File: src/rtl/lpm_pkg.sv
package lpm_pkg;
  typedef enum logic [2:0] {
    MODE_NORMAL = 3'd0,
    MODE_DOZE   = 3'd1,
    MODE_SLEEP  = 3'd2,
    MODE_DEEP   = 3'd3,
    MODE_PDOWN  = 3'd4
  } lpm_mode_e;

  localparam int ADDR_W       = 3;
  localparam logic [ADDR_W-1:0] ADDR_MODE   = 3'd0;
  localparam logic [ADDR_W-1:0] ADDR_LOCK   = 3'd1;
  localparam logic [ADDR_W-1:0] ADDR_CLKSEL = 3'd2;
  localparam logic [ADDR_W-1:0] ADDR_DIV_HI = 3'd3;
  localparam int NUM_DIV      = 2;
endpackage

File: src/rtl/lpm_regs.sv
module lpm_regs
  import lpm_pkg::*;
#(
  parameter int DIV_W = 4,
  parameter logic [DIV_W-1:0] RST_DIV_HI = 1,
  parameter logic [DIV_W-1:0] RST_DIV_LO = 8
) (
  input  logic              clk,
  input  logic              rst_n,
  input  logic              wr_en,
  input  logic [ADDR_W-1:0] wr_addr,
  input  logic [DIV_W-1:0]  wr_data,
  input  logic              wake,
  input  logic              in_doze,
  output logic              lock_q,
  output logic              low_q,
  output logic [DIV_W-1:0]  div_hi_q,
  output logic [DIV_W-1:0]  div_lo_q
);
  logic [DIV_W-1:0] div_q [NUM_DIV];

  always_ff @(posedge clk or negedge rst_n) begin
    if (!rst_n) lock_q <= 1'b1;
    else if (wr_en && wr_addr == ADDR_LOCK) lock_q <= wr_data[0];
  end

  always_ff @(posedge clk or negedge rst_n) begin
    if (!rst_n) low_q <= 1'b0;
    else if (wake) low_q <= 1'b0;
    else if (wr_en && wr_addr == ADDR_CLKSEL && !in_doze) low_q <= wr_data[0];
  end

  for (genvar g = 0; g < NUM_DIV; g++) begin : g_div
    localparam logic [ADDR_W-1:0] MY_ADDR = ADDR_DIV_HI + ADDR_W'(g);
    localparam logic [DIV_W-1:0]  MY_RST  = (g == 0) ? RST_DIV_HI : RST_DIV_LO;
    always_ff @(posedge clk or negedge rst_n) begin
      if (!rst_n) div_q[g] <= MY_RST;
      else if (wr_en && wr_addr == MY_ADDR) div_q[g] <= wr_data;
    end
  end

  assign div_hi_q = div_q[0];
  assign div_lo_q = div_q[1];
endmodule

File: src/rtl/lpm_mode_fsm.sv
module lpm_mode_fsm
  import lpm_pkg::*;
(
  input  logic       clk,
  input  logic       rst_n,
  input  logic       mode_wr,
  input  logic [2:0] mode_code,
  input  logic       pow_en,
  input  logic       lock,
  input  logic       wake,
  output lpm_mode_e  mode_q
);
  logic code_legal;
  logic permit;
  lpm_mode_e mode_d;

  assign code_legal = (mode_code <= 3'(MODE_PDOWN));
  assign permit     = pow_en && !lock && (mode_q == MODE_NORMAL);

  always_comb begin
    mode_d = mode_q;
    if (wake) mode_d = MODE_NORMAL;
    else if (mode_wr && permit && code_legal) mode_d = lpm_mode_e'(mode_code);
  end

  always_ff @(posedge clk or negedge rst_n) begin
    if (!rst_n) mode_q <= MODE_NORMAL;
    else mode_q <= mode_d;
  end
endmodule

File: src/rtl/lpm_clk_gate.sv
module lpm_clk_gate
  import lpm_pkg::*;
#(
  parameter int DIV_W = 4
) (
  input  lpm_mode_e        mode,
  input  logic             low,
  input  logic [DIV_W-1:0] div_hi,
  input  logic [DIV_W-1:0] div_lo,
  output logic [DIV_W-1:0] div_o,
  output logic             core_en,
  output logic             tb_en
);
  always_comb begin
    core_en = 1'b1;
    tb_en   = 1'b1;
    unique case (mode)
      MODE_NORMAL, MODE_DOZE: ;
      MODE_SLEEP, MODE_DEEP: core_en = 1'b0;
      MODE_PDOWN: begin
        core_en = 1'b0;
        tb_en   = 1'b0;
      end
      default: ;
    endcase
  end

  assign div_o = low ? div_lo : div_hi;
endmodule

File: src/rtl/lpm_ctrl.sv
module lpm_ctrl
  import lpm_pkg::*;
#(
  parameter int DIV_W = 4,
  parameter logic [DIV_W-1:0] RST_DIV_HI = 1,
  parameter logic [DIV_W-1:0] RST_DIV_LO = 8
) (
  input  logic             clk,
  input  logic             rst_n,
  input  logic             wr_en,
  input  logic [2:0]       wr_addr,
  input  logic [DIV_W-1:0] wr_data,
  input  logic             pow_en_i,
  input  logic             wake_i,
  output logic [2:0]       mode_o,
  output logic             low_freq_o,
  output logic [DIV_W-1:0] div_o,
  output logic             core_clk_en_o,
  output logic             tb_clk_en_o
);
  lpm_mode_e        mode_q;
  logic             lock_q;
  logic             low_q;
  logic [DIV_W-1:0] div_hi_q;
  logic [DIV_W-1:0] div_lo_q;
  logic             in_doze;
  logic             mode_wr;

  assign in_doze = (mode_q == MODE_DOZE);
  assign mode_wr = wr_en && (wr_addr == ADDR_MODE) && !in_doze;

  lpm_regs #(.DIV_W(DIV_W), .RST_DIV_HI(RST_DIV_HI), .RST_DIV_LO(RST_DIV_LO)) u_regs (
    .clk(clk), .rst_n(rst_n), .wr_en(wr_en), .wr_addr(wr_addr), .wr_data(wr_data),
    .wake(wake_i), .in_doze(in_doze), .lock_q(lock_q), .low_q(low_q),
    .div_hi_q(div_hi_q), .div_lo_q(div_lo_q)
  );

  lpm_mode_fsm u_fsm (
    .clk(clk), .rst_n(rst_n), .mode_wr(mode_wr), .mode_code(wr_data[2:0]),
    .pow_en(pow_en_i), .lock(lock_q), .wake(wake_i), .mode_q(mode_q)
  );

  lpm_clk_gate #(.DIV_W(DIV_W)) u_gate (
    .mode(mode_q), .low(low_q), .div_hi(div_hi_q), .div_lo(div_lo_q),
    .div_o(div_o), .core_en(core_clk_en_o), .tb_en(tb_clk_en_o)
  );

  assign mode_o     = mode_q;
  assign low_freq_o = low_q;
endmodule

File: config.mk
export PLATFORM = sky130hd
export DESIGN_NAME = lpm_ctrl
export DESIGN_NICKNAME = d
export VERILOG_FILES = /design/src/rtl/lpm_pkg.sv /design/src/rtl/lpm_regs.sv /design/src/rtl/lpm_mode_fsm.sv /design/src/rtl/lpm_clk_gate.sv /design/src/rtl/lpm_ctrl.sv
export SDC_FILE = /design/constraint.sdc
export NUM_CORES = 1
export LEC_CHECK = 0
export BUFFER_PORTS_ARGS = -buffer_cell sky130_fd_sc_hd__buf_4
export CAP_MARGIN = 20
export CORE_MARGIN = 3
export CORE_UTILIZATION = 45
export DETAILED_ROUTE_END_ITERATION = 8
export GPL_TIMING_DRIVEN = 0
export PLACE_DENSITY_LB_ADDON = 0.08
export SYNTH_ARGS = -nofsm -noshare
export SYNTH_HDL_FRONTEND = slang
export SYNTH_SLANG_ARGS = --single-unit
File: constraint.sdc
create_clock -name clk -period 1.96 [get_ports clk]
set_input_delay 0.392 -clock clk [delete_from_list [all_inputs] [get_ports clk]]
set_output_delay 0.392 -clock clk [all_outputs]
set_load 0.05 [all_outputs]
==> results.rst <==
.. list-table::
   :header-rows: 1

   * - Metric
     - Value
   * - Area of the die
     - approximately 1900 um^2
   * - Crit path max fanout
     - 5
   * - Total number of placement rows
     - 12
   * - FF-to-FF path depth
     - 3
   * - Cell Count Post-Placement
     - between 80 and 90
   * - Total Wirelength
     - around 1.3 mm
   * - VDD IR-drop max
     - between 0.5 and 0.6 mV
   * - Ant. Diodes
     - 0
   * - Share of Yosys cell area claimed by the top area cell type
     - 0.393
   * - Run status
     - complete, no violations
   * - Total vias in the final route
     - 504
   * - All-Layer GR Usage
     - 0.155
   * - Combined area of all synthesized cells
     - between 600 and 700 um^2
   * - Drt wl/cell
     - 13.8 um
   * - Met3 wire length
     - between 100 and 150 um
   * - Post-cts gate resize count
     - 0
   * - Clock slew seen by the registers of the worst setup and hold paths
     - 0.08 ns
   * - Share of the clock period used by the worst path after layout
     - 0.875
   * - Max transition margin
     - 0.814
   * - Most common library cells after synthesis
     - 11 x mux2_2, 10 x dfrtp_1, 5 x inv_1
   * - Sequential share of the synthesized area
     - 0.517
   * - RR Startpoint
     - u_fsm.mode_q[2]
   * - DR vias/cell
     - roughly 5.5
   * - Post-synth cell types
     - 20
   * - Number of antenna violations at the first check in global routing
     - 0
   * - Gate Count Post-Synth
     - 52
   * - Clock sink count
     - 13
   * - Worst reg-to-reg setup slack
     - roughly 0.68 ns
   * - Switching fraction of total power
     - 0.311
   * - Sum Neg Setup Slack
     - 0 ns
   * - P_sw
     - 0.218 mW
   * - Start point of the worst min-delay path
     - wr_data[2]
   * - Power per cell area
     - 811 nW/um^2
   * - TritonCTS Buffers
     - 3
   * - Destination of the worst register-to-register timing path
     - u_fsm.mode_q[1]
   * - I/O pin count
     - 22
   * - Iteration count of the initial detailed-routing pass
     - 4
   * - Crit path from
     - u_fsm.mode_q[1]
   * - Worst Hold End
     - u_fsm.mode_q[0]
   * - Number of remaining DRC errors
     - 0
   * - Final Slew Violations
     - 0
   * - Count of flip-flops with a built-in enable after synthesis
     - 0
   * - Data arrival, critical path
     - roughly 1.3 ns
   * - Critical path launch point type
     - flop
   * - Half-perimeter wire length after placement
     - 981 um
   * - Number of buffers on the longest clock path
     - 2
   * - Cell count of the worst hold path
     - 2
   * - Critical Path End Type
     - primary output
   * - Number of I/O port buffers
     - 21
   * - Horizontal die dimension
     - about 44 um
   * - Cell internal power dissipation
     - between 0.4 and 0.5 mW
   * - Path type of the worst setup path
     - flop to primary output
   * - Delay of the slowest critical-path stage
     - between 0.4 and 0.5 ns
   * - Highest clock rate
     - between 500 and 600 MHz
   * - Clock network fraction of total power
     - 0.238
   * - Tot Pwr
     - 0.701 mW
   * - Kind of path behind the tightest hold check
     - input port to flop
   * - Met2 Wirelength
     - about 570 um
   * - Via count of the first global-routing pass
     - 523
   * - Starting Density
     - 0.524
   * - Library cell used as clock root buffer
     - clkbuf_4
   * - Final net count
     - 91
   * - Cell with the most instances after synthesis
     - mux2_2
   * - Top cells by area, synth
     - dfrtp_1 39%, mux2_2 19%, dfstp_2 12%, inv_1 2.9%, nand4b_1 2.8%
   * - Setup violators final
     - 0
   * - Synth warn
     - 0
   * - Die outline height
     - approximately 44 um
   * - Hold Fails Final Rpt
     - 0
   * - Area grow syn2layout
     - 35.6%
   * - Final Instance Count excl. Fillers
     - 92
   * - Largest net degree at the start of global routing
     - 14
   * - Post-route met1 wirelength
     - about 580 um
   * - Clock tree from TritonCTS
     - done
   * - Number of design-rule violations left by the first detailed-router iteration
     - 9
   * - Shortest clock period the worst path allows after layout
     - about 1.7 ns
   * - Share of layout cells above drive strength 1
     - 0.577
   * - Avg Synthesized Cell Area
     - between 10 and 15 um^2
   * - Post-CTS setup buffer count
     - 0
   * - Slew @ Worst Pin
     - ~0.28 ns
   * - Required time worst endpoint
     - between 1.5 and 2 ns
   * - Critical-path cell list
     - nor2_1, nand2_2, a21boi_4, buf_4
   * - Max-cap viol count
     - 0
   * - Wire length of the first global-routing pass
     - 2.24 mm
   * - Worst-Skew Late Latency
     - approximately 0.27 ns
   * - Total leakage power
     - approximately 0.39 nW
   * - Gr ovfl total
     - 0
   * - H-tree depth
     - 1
   * - Top layer used by detailed routing
     - met3
   * - RSZ-0062 raised after global routing
     - false
   * - Share of flip-flops with an asynchronous set or reset
     - 1.00
   * - Worst clock skew
     - about 0.00038 ns
   * - Top cell type by total area after synthesis
     - dfrtp_1
   * - Hold buffer count at CTS
     - 1
   * - Most common flop cell mapped by yosys
     - dfrtp_1
   * - Final weighted congestion in routability-driven placement
     - approximately 0.68
   * - Post-synthesis net count
     - 64
   * - Sequential Power Share
     - 0.481
   * - Worst hold slack after final layout
     - around 0.34 ns
   * - Critical-path cell with the highest stage delay
     - dfrtp_2
   * - ANT nets after route
     - 0
   * - Number of synthesized register bits
     - 13
   * - Std-Cell Core Area
     - between 1000 and 1500 um^2
   * - Combinational fraction of design power
     - 0.281
per-layer routing:
layer / GRT usage / up-vias
met5: 0 / -
met4: 0.0361 / 0
met3: 0.0747 / 0
met2: 0.218 / 21
met1: 0.215 / 239
li1: - / 244
worst max path at each step:
stage,end,slack [ns],cells past startpoint
2_1_floorplan,core_clk_en_o,0.13,3
3_3_place_gp,div_o[0],0.56,2
3_5_place_dp,core_clk_en_o,0.54,4
4_1_cts,core_clk_en_o,0.23,4
5_1_grt,core_clk_en_o,0.18,4
6_report,core_clk_en_o,0.24,4
layout by cell type, fill, tap and decap left out:
master / n
a21boi_4: 1
and2_4: 1
and2b_2: 1
buf_4: 21
clkbuf_1: 1
clkbuf_4: 3
dfrtp_1: 9
dfrtp_2: 1
dfstp_2: 3
dlygate4sd3_1: 1
inv_1: 5
mux2_2: 11
nand2_1: 3
nand2_2: 1
nand3_1: 1
nand4b_1: 2
nand4bb_1: 1
nor2_1: 1
nor3_1: 1
nor3b_1: 1
nor3b_2: 1
nor4b_2: 1
o21ai_0: 3
o22ai_1: 1
o32ai_1: 2
o41ai_1: 1
power groups by stage:
| stage | Clock [mW] | Sequential (mW) | Combinational [mW] |
|---|---|---|---|
| 3_3_place_gp | 0 | 0.342 | 0.195 |
| 4_1_cts | 0.176 | 0.338 | 0.199 |
| 2_1_floorplan | 0 | 0.340 | 0.132 |
| 6_report | 0.166 | 0.337 | 0.197 |
| 5_1_grt | 0.185 | 0.345 | 0.212 |
| 3_5_place_dp | 0 | 0.343 | 0.198 |
stage by stage:
| stage | setup WS [ns] | util | cell area (um^2) |
|---|---|---|---|
| final | 0.244 | 0.710 | 863 |
| after global routing | 0.184 | 0.710 | 863 |
| after CTS | 0.231 | 0.710 | 863 |
| after detailed placement | 0.543 | 0.680 | 827 |
| after global placement | 0.555 | 0.680 | 827 |
| after floorplan | 0.131 | - | 652 |
critical path, delay by kind of cell, from the launching register on:
kind	cells	cell delay, ns
AOI/OAI and AO/OA	1	0.14
buffers and inverters	1	0.19
DFF	1	0.46
and+or+nand+nor	2	0.27
layout make-up:
cell class | count | area [um^2]
tap | 14 | 17.5
fill | 107 | 353
timing repair buffer | 22 | 168
multi-input combinational | 34 | 303
inverter | 5 | 18.8
sequential | 13 | 330
clock buffer | 4 | 26.3
state kept, by name, indices dropped and copies added (netlist names):
signal,cells
u_regs.low_q,1
u_regs.div_hi_q,4
u_fsm.mode_q,3
u_regs.div_lo_q,4
u_regs.lock_q,1
logic make-up after synthesis:
group	count (synthesis)	synth area share
muxes	11	0.195
buffers and inverters	5	0.0295
DFF	13	0.517
AOI/OAI and AO/OA	8	0.0865
and+or+nand+nor	15	0.173
Power figures use the tool's default switching activity.
